### src/rtl/crc8_pkg.sv
package crc8_pkg;
  localparam int CRC_W = 8;
  // x^8 + x^5 + x^4 + 1 in right-shifting (reflected) form
  localparam logic [CRC_W-1:0] POLY_REFL = 8'h8C;
  localparam int ID_FRAME_BITS  = 56;
  localparam int PAD_FRAME_BITS = 64;

  typedef enum logic {
    FRAME_ID  = 1'b0,
    FRAME_PAD = 1'b1
  } frame_kind_e;
endpackage

### src/rtl/crc8_bit_counter.sv
module crc8_bit_counter #(
  parameter int ID_BITS  = crc8_pkg::ID_FRAME_BITS,
  parameter int PAD_BITS = crc8_pkg::PAD_FRAME_BITS,
  parameter int CHK_BITS = crc8_pkg::CRC_W
) (
  input  logic clk,
  input  logic rst_n,
  input  logic clr,
  input  logic bit_take,
  input  logic frame_sel,
  output logic payload_done,
  output logic frame_done,
  output logic complete
);
  localparam int MAX_PAY = (ID_BITS > PAD_BITS) ? ID_BITS : PAD_BITS;
  localparam int CNT_W   = $clog2(MAX_PAY + CHK_BITS + 1);

  logic [CNT_W-1:0] cnt;
  logic             sel_q;
  logic             eff_sel;
  logic [CNT_W-1:0] pay_len;
  logic [CNT_W-1:0] tot_len;
  logic [CNT_W-1:0] cnt_nxt;

  // frame length is fixed by the first accepted bit
  assign eff_sel = (cnt == '0) ? frame_sel : sel_q;
  assign pay_len = sel_q   ? CNT_W'(PAD_BITS) : CNT_W'(ID_BITS);
  assign tot_len = eff_sel ? CNT_W'(PAD_BITS + CHK_BITS) : CNT_W'(ID_BITS + CHK_BITS);
  assign cnt_nxt = cnt + 1'b1;

  always_ff @(posedge clk or negedge rst_n) begin
    if (!rst_n) begin
      cnt        <= '0;
      sel_q      <= 1'b0;
      complete   <= 1'b0;
      frame_done <= 1'b0;
    end else if (clr) begin
      cnt        <= '0;
      sel_q      <= 1'b0;
      complete   <= 1'b0;
      frame_done <= 1'b0;
    end else begin
      frame_done <= 1'b0;
      if (bit_take) begin
        cnt   <= cnt_nxt;
        sel_q <= eff_sel;
        if (cnt_nxt == tot_len) begin
          complete   <= 1'b1;
          frame_done <= 1'b1;
        end
      end
    end
  end

  assign payload_done = (cnt != '0) && (cnt >= pay_len);


  done_pulse_chk: assert property (@(posedge clk) disable iff (!rst_n)
    frame_done |=> !frame_done);

  done_on_finish_chk: assert property (@(posedge clk) disable iff (!rst_n)
    $rose(complete) |-> frame_done);

  payload_sticky_chk: assert property (@(posedge clk) disable iff (!rst_n)
    (payload_done && !clr) |=> payload_done);

  no_take_after_chk: assert property (@(posedge clk) disable iff (!rst_n)
    complete |-> !bit_take);
endmodule

### config.mk
export PLATFORM = sky130hd
export DESIGN_NAME = crc8_bit_counter
export DESIGN_NICKNAME = d
export VERILOG_FILES = /design/src/rtl/crc8_pkg.sv /design/src/rtl/crc8_bit_counter.sv
export SDC_FILE = /design/constraint.sdc
export NUM_CORES = 1
export LEC_CHECK = 0
export BUFFER_PORTS_ARGS = -buffer_cell sky130_fd_sc_hd__buf_2
export CORE_MARGIN = 1.5
export CORE_UTILIZATION = 45
export CTS_BUF_LIST = sky130_fd_sc_hd__clkbuf_4
export DETAILED_ROUTE_END_ITERATION = 16
export SETUP_SLACK_MARGIN = 0.3
export SLEW_MARGIN = 20
export SYNTH_ARGS = -nofsm -noshare
export SYNTH_HDL_FRONTEND = slang
export SYNTH_SLANG_ARGS = --single-unit
export TNS_END_PERCENT = 100
### constraint.sdc
create_clock -name clk -period 1.85 [get_ports clk]
set_input_delay 0 -clock clk [delete_from_list [all_inputs] [get_ports clk]]
set_output_delay 0 -clock clk [all_outputs]
set_load 0.05 [all_outputs]
# After elaboration in Yosys (flattened, before gate mapping)
# Index checks and enable logic that the tools add are counted.
# word_totals
mem_bits_ro	0
input_bits	5
regBits	10
latch_bits	0
ramBits	0
mem_count	0
wordCells	26
out_inout_bits	3
# classes
n_mux	13
n_mul	0
addsub	1
n_bitwise	0
n_reduce_logical	6
magnitude_cmp	1
eq_ne	1
div	0
n_shift	0
# op_table
operator	count
7-bit 2-to-1 mux	3
1-bit 2-to-1 mux	9
7-bit by 1-bit adder with 7-bit output (second input constant)	1
7-bit equality test	1
7-bit >= comparator	1
7-bit logical NOT	1
7-bit nonzero test	1
4-bit 2-to-1 mux	1
2-bit nonzero test	2
2-bit AND reduction	1
1-bit logical AND	1

# Longest topological paths before layout
# Gate-level depths: netlist (run 1).
# depth
ltp_word	7
ltp_mapped	6
ltp_nobuf	6

# Least setup slack after synthesis (run 1)
# OpenSTA, ideal clock, no wires.
# synth_path
kind	flip-flop to output port
startpoint	register cnt[3]
endpoint	output payload_done
path_stages_with_launch	7
n_path_buf	0
slack_ns	-0.032
arrival_ns	1.882
cell_sequence	dfrtp_1 > inv_1 > ha_1 > nand3b_1 > a21boi_0 > o211ai_1 > a21oi_1
# synth_between
elab_chain_len	2
# synth_rtl
item	line	rtl
start: declaration	crc8_bit_counter.sv:18	logic [CNT_W-1:0] cnt;
start signal: assignment	crc8_bit_counter.sv:45	cnt <= cnt_nxt;
7-bit >= comparator / 7-bit nonzero test (equally long branches)	crc8_bit_counter.sv:55	assign payload_done = (cnt != '0) && (cnt >= pay_len);
1-bit logical AND *	crc8_bit_counter.sv:55	
end: declaration	crc8_bit_counter.sv:11	output logic payload_done,
# Every way passes the cells marked *; elsewhere a longest branch is shown, timed or not.

# Final worst setup path (run 1)
# layout_path
startpoint	register sel_q
endpoint	output payload_done
# layout_between
elab_chain_len	3
# layout_rtl
item	line	rtl
start: declaration	crc8_bit_counter.sv:19	logic sel_q;
start signal: assignment	crc8_bit_counter.sv:46	sel_q <= eff_sel;
7-bit 2-to-1 mux	crc8_bit_counter.sv:27	assign pay_len = sel_q ? CNT_W'(PAD_BITS) : CNT_W'(ID_BITS);
7-bit >= comparator	crc8_bit_counter.sv:55	
1-bit logical AND	crc8_bit_counter.sv:55	
# Every way passes these cells.

==> results of run 1 <==
worst max-delay path, cell delays in order (launching register included):
cell and delay (ns):
dfrtp_1 0.41, buf_6 0.13, ha_4 0.19, a21boi_2 0.14
o211ai_1 0.27, a21oi_4 0.09, buf_6 0.16
layout by cell type, fill, tap and decap left out, types with 4 or more instances in the layout:
master,instances
ha_1,4
buf_2,6
dfrtp_1,6
nor2_1,6
xor2_1,4
buf_4,12
dfrtp_2,4
stage by stage:
step	hold WS, ns	std cells
CTS	0.0174	107
floorplan	-0.296	69
global placement	-0.118	89
detailed placement	-0.120	89
global route	0.0318	108
finish	0.00505	108
final cells by class:
class,instances,share of cell area [%]
Sequential cell,10,27.1
Clock inverter,1,0.398
Inverter,4,1.59
Clock buffer,3,2.39
Multi-Input combinational cell,53,49.3
Timing Repair Buffer,22,17.3
Tap cell,15,1.99
flip-flops by register name, indices dropped and copies added (netlist names):
register,count
cnt,7
complete,1
frame_done,1
sel_q,1
power breakdown:
part / switching, mW / internal [mW]
clock network: 0.0876 / 0.0782
logic: 0.0483 / 0.0442
registers: 0.00479 / 0.224
per-layer routing:
metal  vias up  global-route usage, %
met2        14                   36.6
met1       290                   22.8
met5         -                      0
li1        295                      -
met4         0                   13.5
met3         9                   5.22
synth_stat cells:
cell      number
or3_2          1
nand3_1        2
or2b_2         1
o21ai_0        2
clkbuf_8       1
mux2i_1        1
nor3_2         1
o41ai_2        1
or3_1          2
inv_1          4
nor2b_1        1
nor2_1         6
xnor2_1        3
nand3b_1       1
nor3_1         1
ha_1           6
a21boi_0       1
xor2_1         4
a21oi_1        5
o21a_1         1
a31oi_1        3
and2_1         1
nand2_1        2
o211ai_1       1
dfrtp_1       10
buf_4          1
nor4_1         2
and3_2         1
nand4_1        2
nand3_2        1
final timing paths:
check | start | endpoint
worst min register to register | complete | complete
worst max-delay path | sel_q | payload_done
min in group asynchronous | rst_n | sel_q
max in group asynchronous | rst_n | cnt[6]
worst max register to register | cnt[5] | complete
worst min-delay path | clr | cnt[6]
what timing repair did:
action                     4_1_cts  5_1_grt
setup endpoints to repair        3        4
hold endpoints to repair        11        0
hold buffers                     2        0
gates resized for setup         21        2
cloned                           0        0
buffers inserted                12        1
pin swaps                        8        2
cell families after synthesis:
logic type | count (synthesis) | synth area share (%)
buffers and inverters | 6 | 5.40
flip-flops | 10 | 37.2
XOR/XNOR | 7 | 9.12
multiplexers | 1 | 1.49
AND/OR/NAND/NOR | 25 | 21.8
adder cells (fa/ha/maj) | 6 | 11.2
AO/OA/AOI/OAI | 14 | 13.8
==> results.rst, run 1 <==
.. list-table::
   :header-rows: 1

   * - Metric
     - Value
   * - Max-cap violations
     - 0
   * - Total of buffers placed on input and output ports
     - 7
   * - Detailed-route vias per instance
     - 5.63
   * - Sort of element at the start of the critical path
     - flip-flop
   * - Synthesized netlist cell count
     - 69
   * - Sum of met2 wire segment lengths after detailed routing
     - 744 microns
   * - Number of cells traversed by the worst register-to-register path
     - 4
   * - Fill cell count
     - 99
   * - Buffer levels on the longest clock path
     - 2
   * - Max-Slew Margin vs Limit
     - 78.5%
   * - Slew at the pin closest to its max-slew limit
     - 0.321 ns
   * - F_max
     - 596 MHz
   * - Summed instance area of the synthesized netlist
     - 672 sq um
   * - GRT Util Overall
     - 21.2%
   * - Portion of the post-synthesis area used by sequential elements
     - 37.2%
   * - Clock buffers created by TritonCTS
     - 3
   * - Max VDD drop
     - 0.000364 V
   * - Grt ovf
     - 0
   * - Number of synthesized register bits
     - 10
   * - Overall die width
     - 41.6 microns
   * - Summed area of non-filler cells in the final layout
     - 942 sq um
   * - Shortest period the worst path allows
     - 1.68 ns
   * - Diode count
     - 0
   * - Total number of vias
     - 608
   * - Length of routed met3 wiring
     - 52 microns
   * - Number of global-route vias before repair
     - 629
   * - Number of DRC violations after detailed-routing iteration 0
     - 10
   * - Clock transition at path regs
     - 0.07 ns
   * - Largest clock skew in the final design
     - 0.00330 ns
   * - H-tree depth reported by CTS
     - 1
   * - TritonCTS clock tree
     - yes
   * - Share of post-route cells with drive strength above 1
     - 49.5%
   * - Setup violations, final
     - 0
   * - Share of the core filled with cells in the final layout
     - 69.8%
   * - Unrepaired setup endpoints after global routing
     - true
   * - Synth-to-Final Area Change
     - 40.2%
   * - Top layer reached by signal wires
     - met4
   * - Placed cell areas
     - 716 sq um
   * - Total negative slack
     - 0 ns
   * - Routed Wire Length
     - 1540 microns
   * - Insertion delay of the later-clocked pin in the worst-skew pair
     - 0.28 ns
   * - Flip-flop and latch area
     - 255 sq um
   * - Crit path DAT
     - 1.68 ns
   * - Average cell area after synthesis
     - 9.74 sq um
   * - Setup WS post-layout
     - 0.173 ns
   * - Synth top area share
     - 37.2%
   * - Area leader, netlist
     - dfrtp_1
   * - Max-slew violation count
     - 0
   * - Antenna violations before repair
     - 0
   * - Die outline area
     - 1730 sq um
   * - Routability-driven placement congestion ratio
     - 0.744
   * - WL met1
     - 675 microns
   * - Maximum net fanout on the critical path
     - 2
   * - Final hold viol count
     - 0
   * - Maximum number of pins on one net before global-route repair
     - 11
   * - Core area
     - 1350 sq um
   * - Warnings from Yosys
     - 0
   * - Category of the most critical setup path
     - reg2out
   * - Total number of nets in the final design
     - 105
   * - Status
     - finished, final reports clean
   * - Class of the tightest hold or removal check
     - in2reg
   * - Crit share post-route
     - 90.7%
   * - Effective utilization at floorplan
     - 49.8%
   * - Core Rows
     - 13
   * - Router iterations before antenna repair
     - 4
   * - Worst-case setup slack after placement
     - 0.186 ns
   * - Placed wire-length estimate after detailed placement
     - 947 microns
   * - Unique cell type count in the Yosys netlist
     - 30
   * - Chip Height
     - 41.6 microns
   * - Register-to-Register Setup Slack
     - 0.29 ns
   * - Pwr/cell area
     - 517 nW/um^2
   * - Clk sink count
     - 10
   * - Tot Pwr
     - 0.487 mW
   * - Kind of capture point of the worst setup path
     - primary output
   * - Combined area of the multi-input logic cells
     - 464 sq um
   * - Number of nets with antenna violations after routing
     - 0
   * - Top area cells in the synthesized netlist
     - dfrtp_1 37%, ha_1 11%, xor2_1 5.2%
   * - Clk Tree Root Cell
     - clkbuf_4
   * - Data required time at the worst endpoint
     - 1.85 ns
   * - DRC viols
     - 0
   * - Wire length of the first global-routing pass
     - 2700 microns
   * - Static Leakage
     - 0.419 nW
   * - Total I/O pin count
     - 8
   * - Routed length per placed instance
     - 14.3 microns
   * - Net count after synthesis
     - 80
   * - Hold Crit Depth
     - 2
(Power assumes the default switching activity.)
==> run 2: changes to the inputs <==
--- a/config.mk
+++ b/config.mk
@@ -6,6 +6,7 @@
 export NUM_CORES = 1
 export LEC_CHECK = 0
 export BUFFER_PORTS_ARGS = -buffer_cell sky130_fd_sc_hd__buf_2
+export CAP_MARGIN = 10
 export CORE_MARGIN = 1.5
 export CORE_UTILIZATION = 45
 export CTS_BUF_LIST = sky130_fd_sc_hd__clkbuf_4
==> constraint.sdc (replaced) <==
create_clock -name clk -period 1.7 [get_ports clk]
set_input_delay 0.085 -clock clk [delete_from_list [all_inputs] [get_ports clk]]
set_output_delay 0.085 -clock clk [all_outputs]
set_load 0.05 [all_outputs]
==> run 2 against run 1 <==
Compared with the run above:
- the run now ends with setup timing left
- clock power hardly changed
- sequential power is 10% higher
- clock-buffer cell count stayed put
- power is 3.8% higher
- register-to-register slack worse by 0.17 ns
- largest cell class unchanged
==> results.rst, run 2 (same netlist as run 1, synthesis figures left out) <==
.. list-table::
   :header-rows: 1

   * - Metric
     - Value
   * - Status
     - finished with violations
   * - Violations in the final reports
     - setup timing
   * - Max-Slew Margin vs Limit
     - 81.2% (+2.7 points)
   * - Number of global-route vias before repair
     - 571 (-9.2%)
   * - Pwr/cell area
     - 590 nW/um^2 (+14%)
   * - Reg2Reg Capture Point
     - complete
   * - Number of nets with antenna violations after routing
     - 0 (unchanged)
   * - Placed wire-length estimate after detailed placement
     - 901 microns (-4.8%)
   * - Effective utilization at floorplan
     - 49.8% (unchanged)
   * - Max-slew violation count
     - 0 (unchanged)
   * - Number of cells traversed by the worst register-to-register path
     - 4 (unchanged)
   * - Static Leakage
     - 0.372 nW (-11%)
   * - Insertion delay of the later-clocked pin in the worst-skew pair
     - 0.26 ns (-0.02 ns)
   * - Post-layout instance count excluding filler cells
     - 100 (-7.4%)
   * - Buffer levels on the longest clock path
     - 2 (unchanged)
   * - Router iterations before antenna repair
     - 4 (unchanged)
   * - Clk sink count
     - 10 (unchanged)
   * - Routability-driven placement congestion ratio
     - 0.786 (+5.6%)
   * - Hold Crit Depth
     - 2 (unchanged)
   * - Number of placed instances, taps included
     - 89 (unchanged)
   * - Worst hold endpoint
     - cnt[6]
   * - Crit share post-route
     - 105%
   * - Chip Height
     - 41.6 microns (unchanged)
   * - Core area
     - 1350 sq um (unchanged)
   * - Clk Tree Root Cell
     - clkbuf_4
   * - Maximum net fanout on the critical path
     - 3 (+1)
   * - Total of buffers placed on input and output ports
     - 7 (unchanged)
   * - Number of DRC violations after detailed-routing iteration 0
     - 10 (unchanged)
   * - Most frequent standard cell in the layout excluding fill and tap cells
     - dfrtp_1
   * - DRC viols
     - 0 (unchanged)
   * - Maximum number of pins on one net before global-route repair
     - 11 (unchanged)
   * - Grt ovf
     - 0 (unchanged)
   * - Total I/O pin count
     - 8 (unchanged)
   * - Max VDD drop
     - 0.000561 V (+54%)
   * - Register-to-Register Setup Slack
     - 0.12 ns (-0.17 ns)
   * - Diode count
     - 0 (unchanged)
   * - Slew at the pin closest to its max-slew limit
     - 0.280 ns (-0.0408 ns)
   * - Total negative slack
     - -0.0770 ns (-0.0770 ns)
   * - Overall die width
     - 41.6 microns (unchanged)
   * - Unrepaired setup endpoints after global routing
     - true
   * - Final hold viol count
     - 0 (unchanged)
   * - Flip-flop count of the largest register after layout
     - 7 (unchanged)
   * - Total number of nets in the final design
     - 97 (-7.6%)
   * - Synth-to-Final Area Change
     - 27.6%
   * - Antenna violations before repair
     - 0 (unchanged)
   * - Setup violations, final
     - 1 (+1)
   * - Kind of capture point of the worst setup path
     - primary output
   * - Core Rows
     - 13 (unchanged)
   * - Detailed-route vias per instance
     - 5.43 (-3.5%)
   * - Clock buffers created by TritonCTS
     - 3 (unchanged)
   * - Clock transition at path regs
     - 0.07 ns (about the same)
   * - Register ranked first by flip-flop count
     - cnt
   * - Die outline area
     - 1730 sq um (unchanged)
   * - Category of the most critical setup path
     - reg2out
   * - TritonCTS clock tree
     - yes
   * - Hold Startpoint
     - clr
   * - Most frequent cells in the layout
     - 7 x dfrtp_1, 6 x nor2_1, 6 x buf_2
   * - Fill cell count
     - 119 (+20%)
   * - GRT Util Overall
     - 20.5% (-0.75 points)
   * - Shortest period the worst path allows
     - 1.78 ns
   * - Wire length of the first global-routing pass
     - 2640 microns (-2.3%)
   * - Largest clock skew in the final design
     - 0.00127 ns (-0.00203 ns)
   * - Routed length per placed instance
     - 13.7 microns (-3.9%)
   * - Total number of vias
     - 543 (-11%)
   * - Critical R2R Launch
     - cnt[1]
   * - F_max
     - 563 MHz
   * - Data required time at the worst endpoint
     - 1.62 ns (-0.23 ns)
   * - Setup WS post-layout
     - -0.0770 ns (-0.250 ns)
   * - H-tree depth reported by CTS
     - 1 (unchanged)
   * - Share of post-route cells with drive strength above 1
     - 40.0% (-9.5 points)
   * - Max-cap violations
     - 0 (unchanged)
   * - Class of the tightest hold or removal check
     - in2reg
   * - Sort of element at the start of the critical path
     - flip-flop
   * - Crit path DAT
     - 1.69 ns (about the same)
   * - Routed Wire Length
     - 1370 microns (-11%)
## run 2: repair_timing
action	in CTS	in global routing
hold endpoints to repair	10	0
pin swaps	5	2
setup endpoints to repair	5	5
buffers inserted	6	0
resized for setup	9	1
hold buffers	1	0
## run 2: per-layer routing
metal,global-route usage (%),wire [microns],vias up
li1,-,-,282
met1,25.2,659,246
met2,33.1,639,10
met3,6.52,47,5
met4,7.74,25,0
met5,0,0,-
## run 2: final cells by class
type / count / area [sq um] / share of cell area [%]
sequential: 10 / 254 / 29.6
clock buffer: 3 / 22.5 / 2.63
multi-input combinational: 53 / 443 / 51.7
tap: 15 / 18.8 / 2.19
inverter: 4 / 15.0 / 1.75
clock inverter: 1 / 3.75 / 0.438
timing repair buffer: 14 / 100 / 11.7
## run 2: worst max path at each step
stage | startpoint | to | cells past startpoint
2_1_floorplan | cnt[3] | payload_done | 6
3_3_place_gp | cnt[3] | payload_done | 7
3_5_place_dp | cnt[3] | payload_done | 7
4_1_cts | sel_q | payload_done | 7
5_1_grt | sel_q | payload_done | 7
6_report | sel_q | payload_done | 7
## run 2: metrics by stage
| stage | power [mW] | area (sq um) | utilization (%) | hold slack, ns | setup WS [ns] |
|---|---|---|---|---|---|
| global placement | 0.326 | 729 | 54.0 | -0.0321 | 0.107 |
| floorplan | 0.310 | 697 | - | -0.211 | 0.190 |
| detailed placement | 0.326 | 729 | 54.0 | -0.0297 | 0.0835 |
| CTS | 0.512 | 853 | 63.2 | 0.105 | -0.0391 |
| global route | 0.543 | 857 | 63.5 | 0.100 | -0.158 |
| finish | 0.506 | 857 | 63.5 | 0.0981 | -0.0770 |
## run 2: where the power goes
part / total, mW / internal (mW) / switching [mW]
Sequential: 0.252 / 0.244 / 0.00747
Clock: 0.168 / 0.0849 / 0.0829
Combinational: 0.0862 / 0.0395 / 0.0467
## run 2: worst max-delay path: stages (launching register included)
cell	delay [ns]
dfrtp_1	0.40
inv_2	0.07
ha_4	0.25
nand3b_1	0.07
a21boi_1	0.15
o211ai_1	0.16
a21oi_4	0.16
buf_6	0.17
==> run 3: changes to the inputs <==
--- a/config.mk
+++ b/config.mk
@@ -5,12 +5,13 @@
 export SDC_FILE = /design/constraint.sdc
 export NUM_CORES = 1
 export LEC_CHECK = 0
-export BUFFER_PORTS_ARGS = -buffer_cell sky130_fd_sc_hd__buf_2
+export BUFFER_PORTS_ARGS = -buffer_cell sky130_fd_sc_hd__buf_4
 export CAP_MARGIN = 10
 export CORE_MARGIN = 1.5
 export CORE_UTILIZATION = 45
 export CTS_BUF_LIST = sky130_fd_sc_hd__clkbuf_4
 export DETAILED_ROUTE_END_ITERATION = 16
+export GPL_TIMING_DRIVEN = 1
 export SETUP_SLACK_MARGIN = 0.3
 export SLEW_MARGIN = 20
 export SYNTH_ARGS = -nofsm -noshare
==> run 3 against run 2 <==
Compared with the run above:
- clock power hardly changed
- core utilization up 3.7 points
- sequential power about the same
- setup slack better by 0.051 ns
- register-to-register slack worse by 0.05 ns
- routed wire length up 6.4%
- largest cell class unchanged
- largest power group unchanged
- critical endpoint unchanged
- non-clock buffer count increased by 2
- hold slack lost 0.046 ns
- flip-flop and latch count unchanged
- highest routed layer unchanged
- the flow still finishes with violations (setup timing)
- die area did not move
- power up 1.6%
- global-route usage fell by 2.1 points
==> results.rst, run 3 (same netlist as run 1, synthesis figures left out) <==
.. list-table::
   :header-rows: 1

   * - Metric
     - Value
   * - Status
     - finished with violations
   * - Violations in the final reports
     - setup timing
   * - Total of buffers placed on input and output ports
     - 7 (unchanged)
   * - Effective utilization at floorplan
     - 49.8% (unchanged)
   * - Max stage delay on crit path
     - 0.38 ns (-0.02 ns)
   * - Total negative slack
     - -0.0260 ns (+0.0510 ns)
   * - Clock transition at path regs
     - 0.07 ns (about the same)
   * - Category of the most critical setup path
     - reg2out
   * - Core Rows
     - 13 (unchanged)
   * - Placed wire-length estimate after detailed placement
     - 934 microns (+3.7%)
   * - Clk sink count
     - 10 (unchanged)
   * - GRT Util Overall
     - 18.4% (-2.1 points)
   * - H-tree depth reported by CTS
     - 1 (unchanged)
   * - DRC viols
     - 0 (unchanged)
   * - Max-cap violations
     - 0 (unchanged)
   * - Largest clock skew in the final design
     - 0.00474 ns (+0.00347 ns)
   * - Die outline area
     - 1730 sq um (unchanged)
   * - Total number of vias
     - 559 (+2.9%)
   * - Setup WS post-layout
     - -0.0260 ns (+0.0510 ns)
   * - Routed Wire Length
     - 1460 microns (+6.4%)
   * - Grt ovf
     - 0 (unchanged)
   * - Maximum number of pins on one net before global-route repair
     - 11 (unchanged)
   * - Final hold viol count
     - 0 (unchanged)
   * - Detailed-route vias per instance
     - 5.48 (+0.93%)
   * - Unrepaired setup endpoints after global routing
     - true
   * - Pwr/cell area
     - 567 nW/um^2 (-4.0%)
   * - Combined buffer and inverter count along the critical path
     - 2 (unchanged)
   * - Cell chain of the critical path
     - inv_2 -> ha_4 -> nand3b_1 -> a21boi_1 -> o211ai_1 -> a21oi_4 -> buf_6
   * - Routability-driven placement congestion ratio
     - 0.743 (-5.4%)
   * - Max-slew violation count
     - 0 (unchanged)
   * - Chip Height
     - 41.6 microns (unchanged)
   * - Shortest period the worst path allows
     - 1.73 ns (-0.0510 ns)
   * - F_max
     - 579 MHz (+3.0%)
   * - Maximum net fanout on the critical path
     - 3 (unchanged)
   * - Sort of element at the start of the critical path
     - flip-flop
   * - Most frequent standard cell in the layout excluding fill and tap cells
     - buf_4
   * - Slew at the pin closest to its max-slew limit
     - 0.392 ns (+0.111 ns)
   * - Data required time at the worst endpoint
     - 1.62 ns (about the same)
   * - Worst-case setup slack after placement
     - 0.131 ns (+0.0472 ns)
   * - Flip-flop count of the largest register after layout
     - 7 (unchanged)
   * - Max VDD drop
     - 0.000448 V (-20%)
   * - Antenna violations before repair
     - 0 (unchanged)
   * - TritonCTS clock tree
     - yes
   * - Total number of nets in the final design
     - 99 (+2.1%)
   * - Placed cell areas
     - 747 sq um (+2.4%)
   * - Register ranked first by flip-flop count
     - cnt
   * - Routed length per placed instance
     - 14.3 microns (+4.3%)
   * - Class of the tightest hold or removal check
     - in2reg
   * - Overall die width
     - 41.6 microns (unchanged)
   * - Worst hold slack
     - 0.0518 ns (-0.0463 ns)
   * - Clock buffers created by TritonCTS
     - 3 (unchanged)
   * - Static Leakage
     - 0.389 nW (+4.5%)
   * - Wire length of the first global-routing pass
     - 2310 microns (-13%)
   * - Insertion delay of the later-clocked pin in the worst-skew pair
     - 0.26 ns (about the same)
   * - Largest delay share family, worst path
     - compound AO/OA/AOI/OAI gates
   * - Max-Slew Margin vs Limit
     - 73.8% (-7.5 points)
   * - Summed area of non-filler cells in the final layout
     - 907 sq um (+5.8%)
   * - Crit path DAT
     - 1.64 ns (-0.05 ns)
   * - Share of post-route cells with drive strength above 1
     - 40.2% (+0.23 points)
   * - Number of DRC violations after detailed-routing iteration 0
     - 11 (+1)
   * - Buffer levels on the longest clock path
     - 2 (unchanged)
   * - Diode count
     - 0 (unchanged)
   * - Library cell contributing the largest single delay on the critical path
     - dfrtp_2
   * - Total I/O pin count
     - 8 (unchanged)
   * - Crit share post-route
     - 102% (-3.0 points)
   * - Most frequent cells in the layout
     - 12 x buf_4, 7 x dfrtp_1, 6 x nor2_1
   * - Tot Pwr
     - 0.514 mW (+1.6%)
   * - Setup violations, final
     - 1 (unchanged)
   * - Synth-to-Final Area Change
     - 35.0%
   * - Core area
     - 1350 sq um (unchanged)
   * - Kind of capture point of the worst setup path
     - primary output
   * - Number of global-route vias before repair
     - 545 (-4.6%)
   * - Clk Tree Root Cell
     - clkbuf_4
   * - Router iterations before antenna repair
     - 4 (unchanged)
   * - Number of nets with antenna violations after routing
     - 0 (unchanged)
[run 3: final timing paths]
| kind | start | endpoint | slack [ns] | cells past startpoint |
|---|---|---|---|---|
| max in group asynchronous | rst_n | cnt[4] | 1.36 | 2 |
| worst max-delay path | cnt[3] | payload_done | -0.03 | 7 |
| worst max register to register | cnt[3] | complete | 0.07 | 6 |
| worst min register to register | cnt[1] | cnt[1] | 0.61 | 2 |
| worst min-delay path | clr | cnt[6] | 0.05 | 2 |
| min in group asynchronous | rst_n | cnt[2] | 0.18 | 2 |
[run 3: where the power goes]
group	total, mW	internal (mW)	switching [mW]	leakage, nW
Clock	0.170	0.0848	0.0851	0.0154
Combinational	0.0935	0.0440	0.0495	0.241
Sequential	0.251	0.244	0.00646	0.133
[run 3: worst register-to-register path: cells and delay by family, from the launching register on]
| family | cells | cell delay [ns] |
|---|---|---|
| AOI/OAI and AO/OA | 1 | 0.33 |
| xor gates and xnor gates | 1 | 0.15 |
| buffers and inverters | 2 | 0.24 |
| DFF | 1 | 0.38 |
| and+or+nand+nor | 2 | 0.44 |
[run 3: routing by layer]
layer  up-vias  wire length (microns)  part of all wire [%]  GRT usage [%]
li1        282                      -                     -              -
met1       260                    707                    48           21.6
met2        13                    676                    46           29.1
met3         4                     48                   3.3           4.78
met4         0                     27                   1.9           12.3
met5         -                      0                     0              0
[run 3: area by class of cell]
type,count,area (sq um)
multi-input cells,53,459
fillers,122,443
flip-flops and latches,10,254
repair buffers,16,134
clock buffers,3,22.5
well taps,15,18.8
inverters,4,15.0
clock inverters,1,3.75
[run 3: metrics by stage]
stage,utilization [%],std cells
6_report,67.2,102
5_1_grt,67.2,102
4_1_cts,65.4,102
3_5_place_dp,55.3,89
3_3_place_gp,55.3,89
2_1_floorplan,-,69
[run 3: what timing repair did]
item | 4_1_cts | 5_1_grt
resized for setup | 7 | 4
hold buffers | 1 | 0
pin swaps | 4 | 1
endpoints found under the hold margin | 10 | 0
buffers inserted | 8 | 0
endpoints found under the setup margin | 5 | 5
